==> config.mk <==
export PLATFORM = sky130hd
export DESIGN_NAME = color_box_tracker
export DESIGN_NICKNAME = d
export VERILOG_FILES = /design/src/rtl/cbt_pkg.sv /design/src/rtl/cbt_window_match.sv /design/src/rtl/cbt_noise_filter.sv /design/src/rtl/cbt_stats_accum.sv /design/src/rtl/cbt_divider.sv /design/src/rtl/color_box_tracker.sv
export SDC_FILE = /design/constraint.sdc
export NUM_CORES = 1
export LEC_CHECK = 0
export ABC_CLOCK_PERIOD_IN_PS = 7950
export CAP_MARGIN = 30
export CORE_ASPECT_RATIO = 1.25
export CORE_MARGIN = 2
export CORE_UTILIZATION = 30
export DETAILED_ROUTE_END_ITERATION = 10
export GPL_ROUTABILITY_DRIVEN = 0
export GPL_TIMING_DRIVEN = 0
export PLACE_DENSITY = 0.56
export SKIP_CTS_REPAIR_TIMING = 1
export SKIP_LAST_GASP = 1
export SYNTH_ARGS = -nofsm -noshare
export SYNTH_HDL_FRONTEND = slang
export SYNTH_SLANG_ARGS = --single-unit
==> constraint.sdc <==
create_clock -name clk -period 7.95 [get_ports clk]
set_clock_uncertainty 0.05 [all_clocks]
set_input_delay 1.1925 -clock clk [delete_from_list [all_inputs] [get_ports clk]]
set_output_delay 1.1925 -clock clk [all_outputs]
set_load 0.02 [all_outputs]
==> src/rtl/cbt_pkg.sv <==
package cbt_pkg;
    localparam int CW   = 8;
    localparam int XW   = 8;
    localparam int YW   = 8;
    localparam int CNTW = XW + YW + 1;
    localparam int SW   = ((XW > YW) ? XW : YW) + XW + YW;

    typedef struct packed {
        logic [CW-1:0] r;
        logic [CW-1:0] g;
        logic [CW-1:0] b;
    } rgb_t;

    typedef struct packed {
        rgb_t lo;
        rgb_t hi;
    } window_t;

    typedef struct packed {
        logic [YW-1:0] top;
        logic [YW-1:0] bottom;
        logic [XW-1:0] left;
        logic [XW-1:0] right;
    } box_t;

    typedef struct packed {
        logic [CNTW-1:0] cnt;
        logic [SW-1:0]   sx;
        logic [SW-1:0]   sy;
        box_t            box;
    } stats_t;

    function automatic logic chan_in(logic [CW-1:0] v, logic [CW-1:0] lo, logic [CW-1:0] hi);
        return (v >= lo) && (v <= hi);
    endfunction

    function automatic logic rgb_in(rgb_t p, window_t w);
        return chan_in(p.r, w.lo.r, w.hi.r) &&
               chan_in(p.g, w.lo.g, w.hi.g) &&
               chan_in(p.b, w.lo.b, w.hi.b);
    endfunction

    function automatic box_t box_point(logic [XW-1:0] x, logic [YW-1:0] y);
        box_t b;
        b.top = y; b.bottom = y; b.left = x; b.right = x;
        return b;
    endfunction

    function automatic box_t box_grow(box_t b, logic [XW-1:0] x, logic [YW-1:0] y);
        box_t n;
        n = b;
        if (y < b.top)    n.top    = y;
        if (y > b.bottom) n.bottom = y;
        if (x < b.left)   n.left   = x;
        if (x > b.right)  n.right  = x;
        return n;
    endfunction
endpackage

==> src/rtl/cbt_window_match.sv <==
module cbt_window_match
    import cbt_pkg::*;
(
    input  rgb_t    pix,
    input  window_t win,
    output logic    hit
);
    always_comb hit = rgb_in(pix, win);
endmodule

==> src/rtl/cbt_noise_filter.sv <==
module cbt_noise_filter
    import cbt_pkg::*;
#(
    parameter int DEPTH = 1 << XW
) (
    input  logic          clk,
    input  logic          rst,
    input  logic          pv,
    input  logic [XW-1:0] x,
    input  logic [YW-1:0] y,
    input  logic          raw,
    input  logic          filt_en,
    output logic          keep
);
    logic             above_bits [DEPTH];
    logic             left_q;
    logic             left_ok;
    logic             up_ok;

    always_comb begin
        left_ok = (x != '0) && left_q;
        up_ok   = (y != '0) && above_bits[x];
        keep    = filt_en ? (raw && left_ok && up_ok) : raw;
    end

    always_ff @(posedge clk) begin
        if (rst) left_q <= 1'b0;
        else if (pv) left_q <= raw;
    end

    always_ff @(posedge clk) begin
        if (pv) above_bits[x] <= raw;
    end


    keep_implies_raw_chk: assert property (@(posedge clk) disable iff (rst)
        (pv && keep) |-> raw);


    edge_pixel_drop_chk: assert property (@(posedge clk) disable iff (rst)
        (pv && filt_en && (x == '0 || y == '0)) |-> !keep);
endmodule

==> src/rtl/cbt_stats_accum.sv <==
module cbt_stats_accum
    import cbt_pkg::*;
(
    input  logic          clk,
    input  logic          rst,
    input  logic          pv,
    input  logic          sof,
    input  logic [XW-1:0] x,
    input  logic [YW-1:0] y,
    input  logic          keep,
    output stats_t        st
);
    stats_t base;
    stats_t nxt;

    always_comb begin
        base = sof ? stats_t'('0) : st;
        nxt  = base;
        if (keep) begin
            nxt.cnt = base.cnt + 1'b1;
            nxt.sx  = base.sx + SW'(x);
            nxt.sy  = base.sy + SW'(y);
            nxt.box = (base.cnt == '0) ? box_point(x, y) : box_grow(base.box, x, y);
        end
    end

    always_ff @(posedge clk) begin
        if (rst) st <= '0;
        else if (pv) st <= nxt;
    end


    box_ordered_chk: assert property (@(posedge clk) disable iff (rst)
        (st.cnt != '0) |-> (st.box.top <= st.box.bottom && st.box.left <= st.box.right));


    count_monotone_chk: assert property (@(posedge clk) disable iff (rst)
        (pv && !sof) |=> (st.cnt >= $past(st.cnt)));


    sof_restart_chk: assert property (@(posedge clk) disable iff (rst)
        (pv && sof) |=> (st.cnt <= 1));
endmodule

==> src/rtl/cbt_divider.sv <==
module cbt_divider #(
    parameter int DW = 24,
    parameter int VW = 17,
    parameter int QW = 8
) (
    input  logic          clk,
    input  logic          rst,
    input  logic          start,
    input  logic [DW-1:0] dividend,
    input  logic [VW-1:0] divisor,
    output logic [QW-1:0] quo_out,
    output logic          done
);
    localparam int STW = $clog2(DW + 1);

    logic [DW-1:0]  quo;
    logic [VW-1:0]  rem;
    logic [VW-1:0]  dvs;
    logic [STW-1:0] step;
    logic           busy;
    logic [VW:0]    trial;
    logic           ge;

    always_comb begin
        trial = {rem, quo[DW-1]};
        ge    = trial >= {1'b0, dvs};
    end

    always_ff @(posedge clk) begin
        if (rst) begin
            quo <= '0; rem <= '0; dvs <= '0; step <= '0; busy <= 1'b0; done <= 1'b0;
        end else begin
            done <= 1'b0;
            if (start) begin
                busy <= 1'b1;
                step <= '0;
                rem  <= '0;
                quo  <= dividend;
                dvs  <= divisor;
            end else if (busy) begin
                rem  <= ge ? (trial[VW-1:0] - dvs) : trial[VW-1:0];
                quo  <= {quo[DW-2:0], ge};
                step <= step + 1'b1;
                if (step == STW'(DW - 1)) begin
                    busy <= 1'b0;
                    done <= 1'b1;
                end
            end
        end
    end

    assign quo_out = quo[QW-1:0];


    div_start_busy_chk: assert property (@(posedge clk) disable iff (rst)
        start |=> (busy && !done));


    div_done_pulse_chk: assert property (@(posedge clk) disable iff (rst)
        done |=> !done);
endmodule

==> src/rtl/color_box_tracker.sv <==
module color_box_tracker
    import cbt_pkg::*;
#(
    parameter int LB_DEPTH = 1 << XW
) (
    input  logic            clk,
    input  logic            rst,
    input  logic            pix_valid,
    input  logic [CW-1:0]   pix_r,
    input  logic [CW-1:0]   pix_g,
    input  logic [CW-1:0]   pix_b,
    input  logic            pix_sof,
    input  logic            pix_eol,
    input  logic            frame_end,
    input  logic            filt_en,
    input  logic [CW-1:0]   r_lo,
    input  logic [CW-1:0]   r_hi,
    input  logic [CW-1:0]   g_lo,
    input  logic [CW-1:0]   g_hi,
    input  logic [CW-1:0]   b_lo,
    input  logic [CW-1:0]   b_hi,
    output logic            res_valid,
    output logic            res_none,
    output logic [YW-1:0]   res_top,
    output logic [YW-1:0]   res_bottom,
    output logic [XW-1:0]   res_left,
    output logic [XW-1:0]   res_right,
    output logic [CNTW-1:0] res_count,
    output logic [XW-1:0]   res_cx,
    output logic [YW-1:0]   res_cy
);
    rgb_t            pix;
    window_t         win;
    logic [XW-1:0]   x_q, px;
    logic [YW-1:0]   y_q, py;
    logic            raw_hit;
    logic            keep;
    stats_t          st;
    box_t            pend_box;
    logic [CNTW-1:0] pend_cnt;
    logic            div_start;
    logic            done_x, done_y;
    logic [XW-1:0]   qx;
    logic [YW-1:0]   qy;

    always_comb begin
        pix = '{r: pix_r, g: pix_g, b: pix_b};
        win.lo = '{r: r_lo, g: g_lo, b: b_lo};
        win.hi = '{r: r_hi, g: g_hi, b: b_hi};
        px = pix_sof ? '0 : x_q;
        py = pix_sof ? '0 : y_q;
        div_start = frame_end && (st.cnt != '0);
    end

    always_ff @(posedge clk) begin
        if (rst) begin
            x_q <= '0;
            y_q <= '0;
        end else if (pix_valid) begin
            if (pix_eol) begin
                x_q <= '0;
                y_q <= py + 1'b1;
            end else begin
                x_q <= px + 1'b1;
                y_q <= py;
            end
        end
    end

    cbt_window_match u_match (.pix(pix), .win(win), .hit(raw_hit));

    cbt_noise_filter #(.DEPTH(LB_DEPTH)) u_filt (
        .clk(clk), .rst(rst), .pv(pix_valid), .x(px), .y(py),
        .raw(raw_hit), .filt_en(filt_en), .keep(keep)
    );

    cbt_stats_accum u_acc (
        .clk(clk), .rst(rst), .pv(pix_valid), .sof(pix_sof),
        .x(px), .y(py), .keep(keep), .st(st)
    );

    cbt_divider #(.DW(SW), .VW(CNTW), .QW(XW)) u_div_x (
        .clk(clk), .rst(rst), .start(div_start), .dividend(st.sx),
        .divisor(st.cnt), .quo_out(qx), .done(done_x)
    );

    cbt_divider #(.DW(SW), .VW(CNTW), .QW(YW)) u_div_y (
        .clk(clk), .rst(rst), .start(div_start), .dividend(st.sy),
        .divisor(st.cnt), .quo_out(qy), .done(done_y)
    );

    always_ff @(posedge clk) begin
        if (rst) begin
            pend_box <= '0;
            pend_cnt <= '0;
        end else if (div_start) begin
            pend_box <= st.box;
            pend_cnt <= st.cnt;
        end
    end

    always_ff @(posedge clk) begin
        if (rst) begin
            res_valid <= 1'b0; res_none <= 1'b0;
            res_top <= '0; res_bottom <= '0; res_left <= '0; res_right <= '0;
            res_count <= '0; res_cx <= '0; res_cy <= '0;
        end else begin
            res_valid <= 1'b0;
            if (frame_end && st.cnt == '0) begin
                res_valid <= 1'b1; res_none <= 1'b1;
                res_top <= '0; res_bottom <= '0; res_left <= '0; res_right <= '0;
                res_count <= '0; res_cx <= '0; res_cy <= '0;
            end else if (done_x && done_y) begin
                res_valid  <= 1'b1;
                res_none   <= 1'b0;
                res_top    <= pend_box.top;
                res_bottom <= pend_box.bottom;
                res_left   <= pend_box.left;
                res_right  <= pend_box.right;
                res_count  <= pend_cnt;
                res_cx     <= qx;
                res_cy     <= qy;
            end
        end
    end


    result_pulse_chk: assert property (@(posedge clk) disable iff (rst)
        res_valid |=> !res_valid);


    empty_frame_chk: assert property (@(posedge clk) disable iff (rst)
        (res_valid && res_none) |-> (res_count == '0 && res_cx == '0 && res_cy == '0));


    centroid_in_box_chk: assert property (@(posedge clk) disable iff (rst)
        (res_valid && !res_none) |->
        (res_cx >= res_left && res_cx <= res_right && res_cy >= res_top && res_cy <= res_bottom));


    result_hold_chk: assert property (@(posedge clk) disable iff (rst)
        (!res_valid && !$past(res_valid)) |-> ($stable(res_count) && $stable(res_cx)));


    divider_pair_chk: assert property (@(posedge clk) disable iff (rst)
        done_x |-> done_y);
endmodule

* Word level (Yosys, flattened, before mapping) *
Memory sizes are Yosys's and may differ from the RTL's.
Cells that the tools add are included.

word-level totals
  register bits after elaboration = 326
  memory bits (writable) = 256
  input bits = 79
  output and inout bits = 67
  logic and storage cells = 116
  memories kept = 1

memories
  memory             depth  bits a word  rd ports  clocked after memory_dff  write ports  line                    source
  u_filt.above_bits  256    1            1         0                         1            cbt_noise_filter.sv:15  logic above_bits [DEPTH];

operators by class
  $add $sub $neg = 9
  magnitude comparators = 12
  equality and inequality tests = 2
  multiplexer cells = 32
  bitwise gates (word level) = 2
  reductions and logical operators = 24

operators with widths
  cell                                            number
  two-way mux 97 bit                              2
  two-way mux 24 bit                              4
  two-way mux 8 bit                               8
  adder 24 x 8 -> 24 bit                          2
  greater-or-equal comparator 18 x 17 -> 1 bit    2
  logical NOT 17 bit                              2
  two-way mux 17 bit                              2
  subtractor 17 bit                               2
  two-way mux 32 bit                              1
  greater-or-equal comparator 8 bit               3
  <= comparator 8 bit                             3
  adder 17 x 1 -> 17 bit (second input constant)  1
  nonzero test 17 bit                             1
  adder 8 x 1 -> 8 bit (second input constant)    2
  > comparator 8 bit                              2
  less-than comparator 8 bit                      2
  nonzero test 8 bit                              2
  two-way mux 1 bit                               15
  logical AND 1 bit                               12
  adder 5 x 1 -> 5 bit (second input constant)    2
  equality test 5 bit (second input constant)     2
  nonzero test 2 bit                              3
  OR reduction 3 bit                              2
  OR reduction 2 bit                              2
  NOT 1 bit                                       2

* Longest topological paths before layout *
  depth after elaboration = 8
  gate-level depth with buffers = 20
  gate-level depth less buffers = 15

* Modules after synthesis *
A second synthesis with hierarchy kept.

second synthesis, totals
  cell total of the unflattened synthesis = 3,331
  area total of the unflattened synthesis = 32,129.6 um^2

by module, submodules not included
  module             instances  cells each  area an instance (um^2)  seq. area each (um^2)
  cbt_noise_filter   1          812         11,372.2                 7,707.4
  cbt_divider        2          466         3,824.9                  1,301.2
  color_box_tracker  1          768         6,227.2                  2,642.5
  cbt_stats_accum    1          660         5,725.5                  1,941.9
  cbt_window_match   1          159         1,154.9                  0.0

* Least setup slack after synthesis *
Ideal clock, no wire load.

  path type = input to register
  start point = input port b_hi[3]
  end point = register, netlist name u_acc.st[75]
  setup time = 0.128 ns
  arrival = 6.882 ns
  data required time = 7.772 ns
  slack = 0.890 ns
  cell stages on the path = 15
  path buffers = 2
  cell sequence = inv_1 > ha_1 > a21o_1 > a21oi_1 > a21oi_1 > a211oi_1 > o221ai_1 > or4_1 > inv_1 > nand3_1 > buf_4 > buf_6 > nor4_1 > xor2_1 > nor2_1

on the way
  longest elaborated chain between the ends = 7

ends and longest elaborated chain
  element                          line                     source
  from (decl)                      color_box_tracker.sv:21  input logic [CW-1:0] b_hi,
  <= comparator 8 bit *            cbt_pkg.sv:34            return (v >= lo) && (v <= hi);
  logical AND 1 bit *              cbt_pkg.sv:34
  logical AND 1 bit *              cbt_pkg.sv:39            chan_in(p.g, w.lo.g, w.hi.g) &&
  net raw_hit                      color_box_tracker.sv:36  logic raw_hit;
  logical AND 1 bit (2 in series)  cbt_noise_filter.sv:23   keep = filt_en ? (raw && left_ok && up_ok) : raw;
  two-way mux 1 bit *              cbt_noise_filter.sv:23
  two-way mux 97 bit *             cbt_stats_accum.sv:19    if (keep) begin

Mark *: on every way through the listed nets, which the timed path passes. The rest lies on a longest branch.
A chain may end at the register's enable or synchronous reset.

* Worst setup path after layout *
  start point = input port pix_sof
  end point = register, netlist name u_acc.st[52]

on the way
  longest elaborated chain between the ends = 7
  elaborated cells on any way between the ends = 13
  classes of those cells = add/sub: 1; mux: 5; reduce/logical: 6; memory: 1

ends and longest elaborated chain
  element                                                            line                     source
  from (decl)                                                        color_box_tracker.sv:12  input logic pix_sof,
  branches (longest 6 deep; another with memory read (256 x 1 bit))  --
  two-way mux 97 bit *                                               cbt_stats_accum.sv:19

Mark *: on every way between the ends.

==> impl_metrics.json <==
{
  "outcome": "completed",
  "synth_top_cell_by_area": "edfxtp_1",
  "synthArstFlopShare_pct": 0,
  "dpl_cell_area_um2": 32190,
  "grt-ovfl-total": 0,
  "vias_per_cell": 5.194,
  "synth_common_cells": "nand2_1, nor2_1, dfxtp_1",
  "final.period_utilization_pct": 82.23,
  "synthTopCellsByArea": "edfxtp_1, dfxtp_1, ha_1",
  "post-place-ws_ns": 0.9243,
  "vias": 24286,
  "synth_cells": 3118,
  "cp.arrival_ns": 6.99,
  "cts_made_buffers": 68,
  "worstPathMaxFanout": 10,
  "initialDrtViolationCount": 2181,
  "cp_common_cell": "clkbuf_1",
  "fillers": 9950,
  "path_class": "input port to register",
  "slew_viol_final": 0,
  "rsz0062_at_grt": "false",
  "die_area_um2": 99570,
  "power_density_nw_per_um2": 190.9,
  "setup_slack_ns": 1.413,
  "htreeDepth": 3,
  "antenna_found_initial": 2,
  "synth.avg_cell_area_um2": 9.338,
  "leakage_nw": 11.23,
  "hold_class": "register to register",
  "hold_start": "res_count[5]",
  "synthesis.area_um2": 29120,
  "rr_startpoint": "x_q[0]",
  "hold_violations": 0,
  "fp-row-count": 127,
  "core-area_um2": 96140,
  "cp_slowest_stage_delay_ns": 0.82,
  "post-place-cells": 4552,
  "slew_headroom_pct": 30.75,
  "p_total_mw": 6.577,
  "drt-wirelength-per-cell_um": 20.60,
  "cts_tree": "built",
  "clock_latency_ns": 0.61,
  "final_layout_size_suffix_gt1_share_pct": 6.291,
  "fin_cells": 4676,
  "vdd_drop_max_v": 0.0001176,
  "initial_core_util_pct": 30.29,
  "cp-start-kind": "input port",
  "max_cap_viol_count": 0,
  "final_nets": 3553,
  "period_needed_ns": 6.537,
  "dr.pass1.iters": 7,
  "port_buffers": 142,
  "clk_pin_slew_ns": 0.06,
  "synth.most_common_cell": "nand2_1",
  "grt_max_degree": 160,
  "area_delta_synth_final_pct": 18.30,
  "cts_buffer_depth": 3,
  "routed_wl_um": 96340,
  "critPathCaptureType": "register",
  "io_pins": 146,
  "grt_pass1_vias": 23640,
  "crit_slowest_cell": "buf_1",
  "tns_ns": 0,
  "synth_top_area_share_pct": 26.40,
  "cp.required_ns": 8.41,
  "utilization_pct": 35.83,
  "clock-sinks": 582,
  "finalSetupViolations": 0,
  "ys.warnings.count": 0,
  "ys_seq_elements": 582,
  "drc": 0,
  "cts_root_buf": "clkbuf_16",
  "synth_ff_type": "dfxtp_1",
  "synthDistinctLibCells": 89,
  "grt_pass1_wl_um": 144500,
  "die_w_um": 282.6,
  "tightest_slew_ns": 1.039,
  "cp_cell_sequence": "buf_6 -> buf_2 -> buf_2 -> buf_1 -> clkbuf_1 -> clkbuf_1 -> clkbuf_1 -> nor2b_1 -> ha_1 -> inv_1 -> nor2_1 -> nor2_1 -> o21bai_1 -> a21oi_1 -> o21bai_1 -> a21oi_1 -> nor3_2 -> and3_1 -> o21ba_2",
  "track_usage_pct": 19.04,
  "crit_start": "pix_sof",
  "max_freq_ghz": 0.1530,
  "whs_ns": 0.4010,
  "ys_seq_area_share_pct": 48.82,
  "chipHeight_um": 352.3,
  "dpl.hpwl_um": 70430,
  "diodes": 0,
  "antenna_left": 0,
  "synth_edf_count": 256,
  "fin_area_um2": 34440,
  "synth_nets": 3339
}
-- registers in the layout, indices dropped and copies added, names as in the netlist, 17 cells and up --
name,cells
res_count,17
u_filt.above_bits,256
u_acc.st,97
pend_box,32
u_div_y.rem,17
u_div_y.quo,24
u_div_x.rem,17
u_div_x.quo,24
u_div_x.dvs,17
-- final timing paths --
kind,to,slack [ns],depth (start not counted)
hold / removal,res_count[5],0.40,2
setup / recovery,u_acc.st[52],1.41,19
hold reg to reg,res_count[5],0.40,2
setup reg to reg,u_acc.st[6],2.85,17
-- placed cells by master (no fill, tap or decap), types with 35 or more instances in the layout --
master | synthesis | routed
a211oi_1 | 63 | 63
a21o_1 | 36 | 36
a21oi_1 | 279 | 279
clkbuf_1 | 149 | 167
clkbuf_16 | 0 | 70
clkdlybuf4s50_1 | 0 | 142
dfxtp_1 | 326 | 326
edfxtp_1 | 256 | 256
ha_1 | 138 | 138
inv_1 | 110 | 109
mux2i_1 | 112 | 112
nand2_1 | 437 | 437
nand3_1 | 63 | 63
nor2_1 | 433 | 433
nor2b_1 | 38 | 38
o21ai_0 | 102 | 102
o22ai_1 | 35 | 35
-- critical path: cells and delay by family --
| kind | cells | cell delay (ns) |
|---|---|---|
| AOI/OAI and AO/OA | 5 | 1.28 |
| adders and majority gates | 1 | 0.34 |
| buffers and inverters | 8 | 3.29 |
| and+or+nand+nor | 5 | 0.86 |
-- kinds of logic (layout without fill, tap and decap cells) --
family | count (synthesis) | in the layout | synth area share, %
AND/OR/NAND/NOR | 1177 | 1177 | 17.84
AO/OA/AOI/OAI | 690 | 690 | 14.83
flip-flops | 582 | 582 | 48.82
buffers and inverters | 325 | 593 | 4.731
multiplexers | 144 | 144 | 5.823
adder cells (fa/ha/maj) | 142 | 142 | 6.205
XOR/XNOR | 58 | 58 | 1.745
-- area by class of cell --
class	instances	area, µm²	area share, %
clock buffers	99	1971	5.721
well taps	1290	1614	4.686
clock inverters	25	281.5	0.8174
flip-flops and latches	582	14210	41.27
repair buffers	144	1454	4.221
multi-input cells	2211	13520	39.27
plain buffers	211	944.7	2.743
inverters	114	440.4	1.279
-- power by group --
group	switching [mW]	internal, mW	total [mW]
Combinational	0.182	0.103	0.285
Sequential	0.00189	3.11	3.11
Clock	1.29	1.89	3.18
Total	1.47	5.11	6.58
-- metal layers --
metal | GRT usage [%] | part of all wire (%)
met2 | 33.17 | 49
met3 | 3.067 | 6.0
met5 | 0 | 0.028
met1 | 23.14 | 40
met4 | 7.767 | 4.5
No activity file was read; power rests on OpenSTA's default activity.
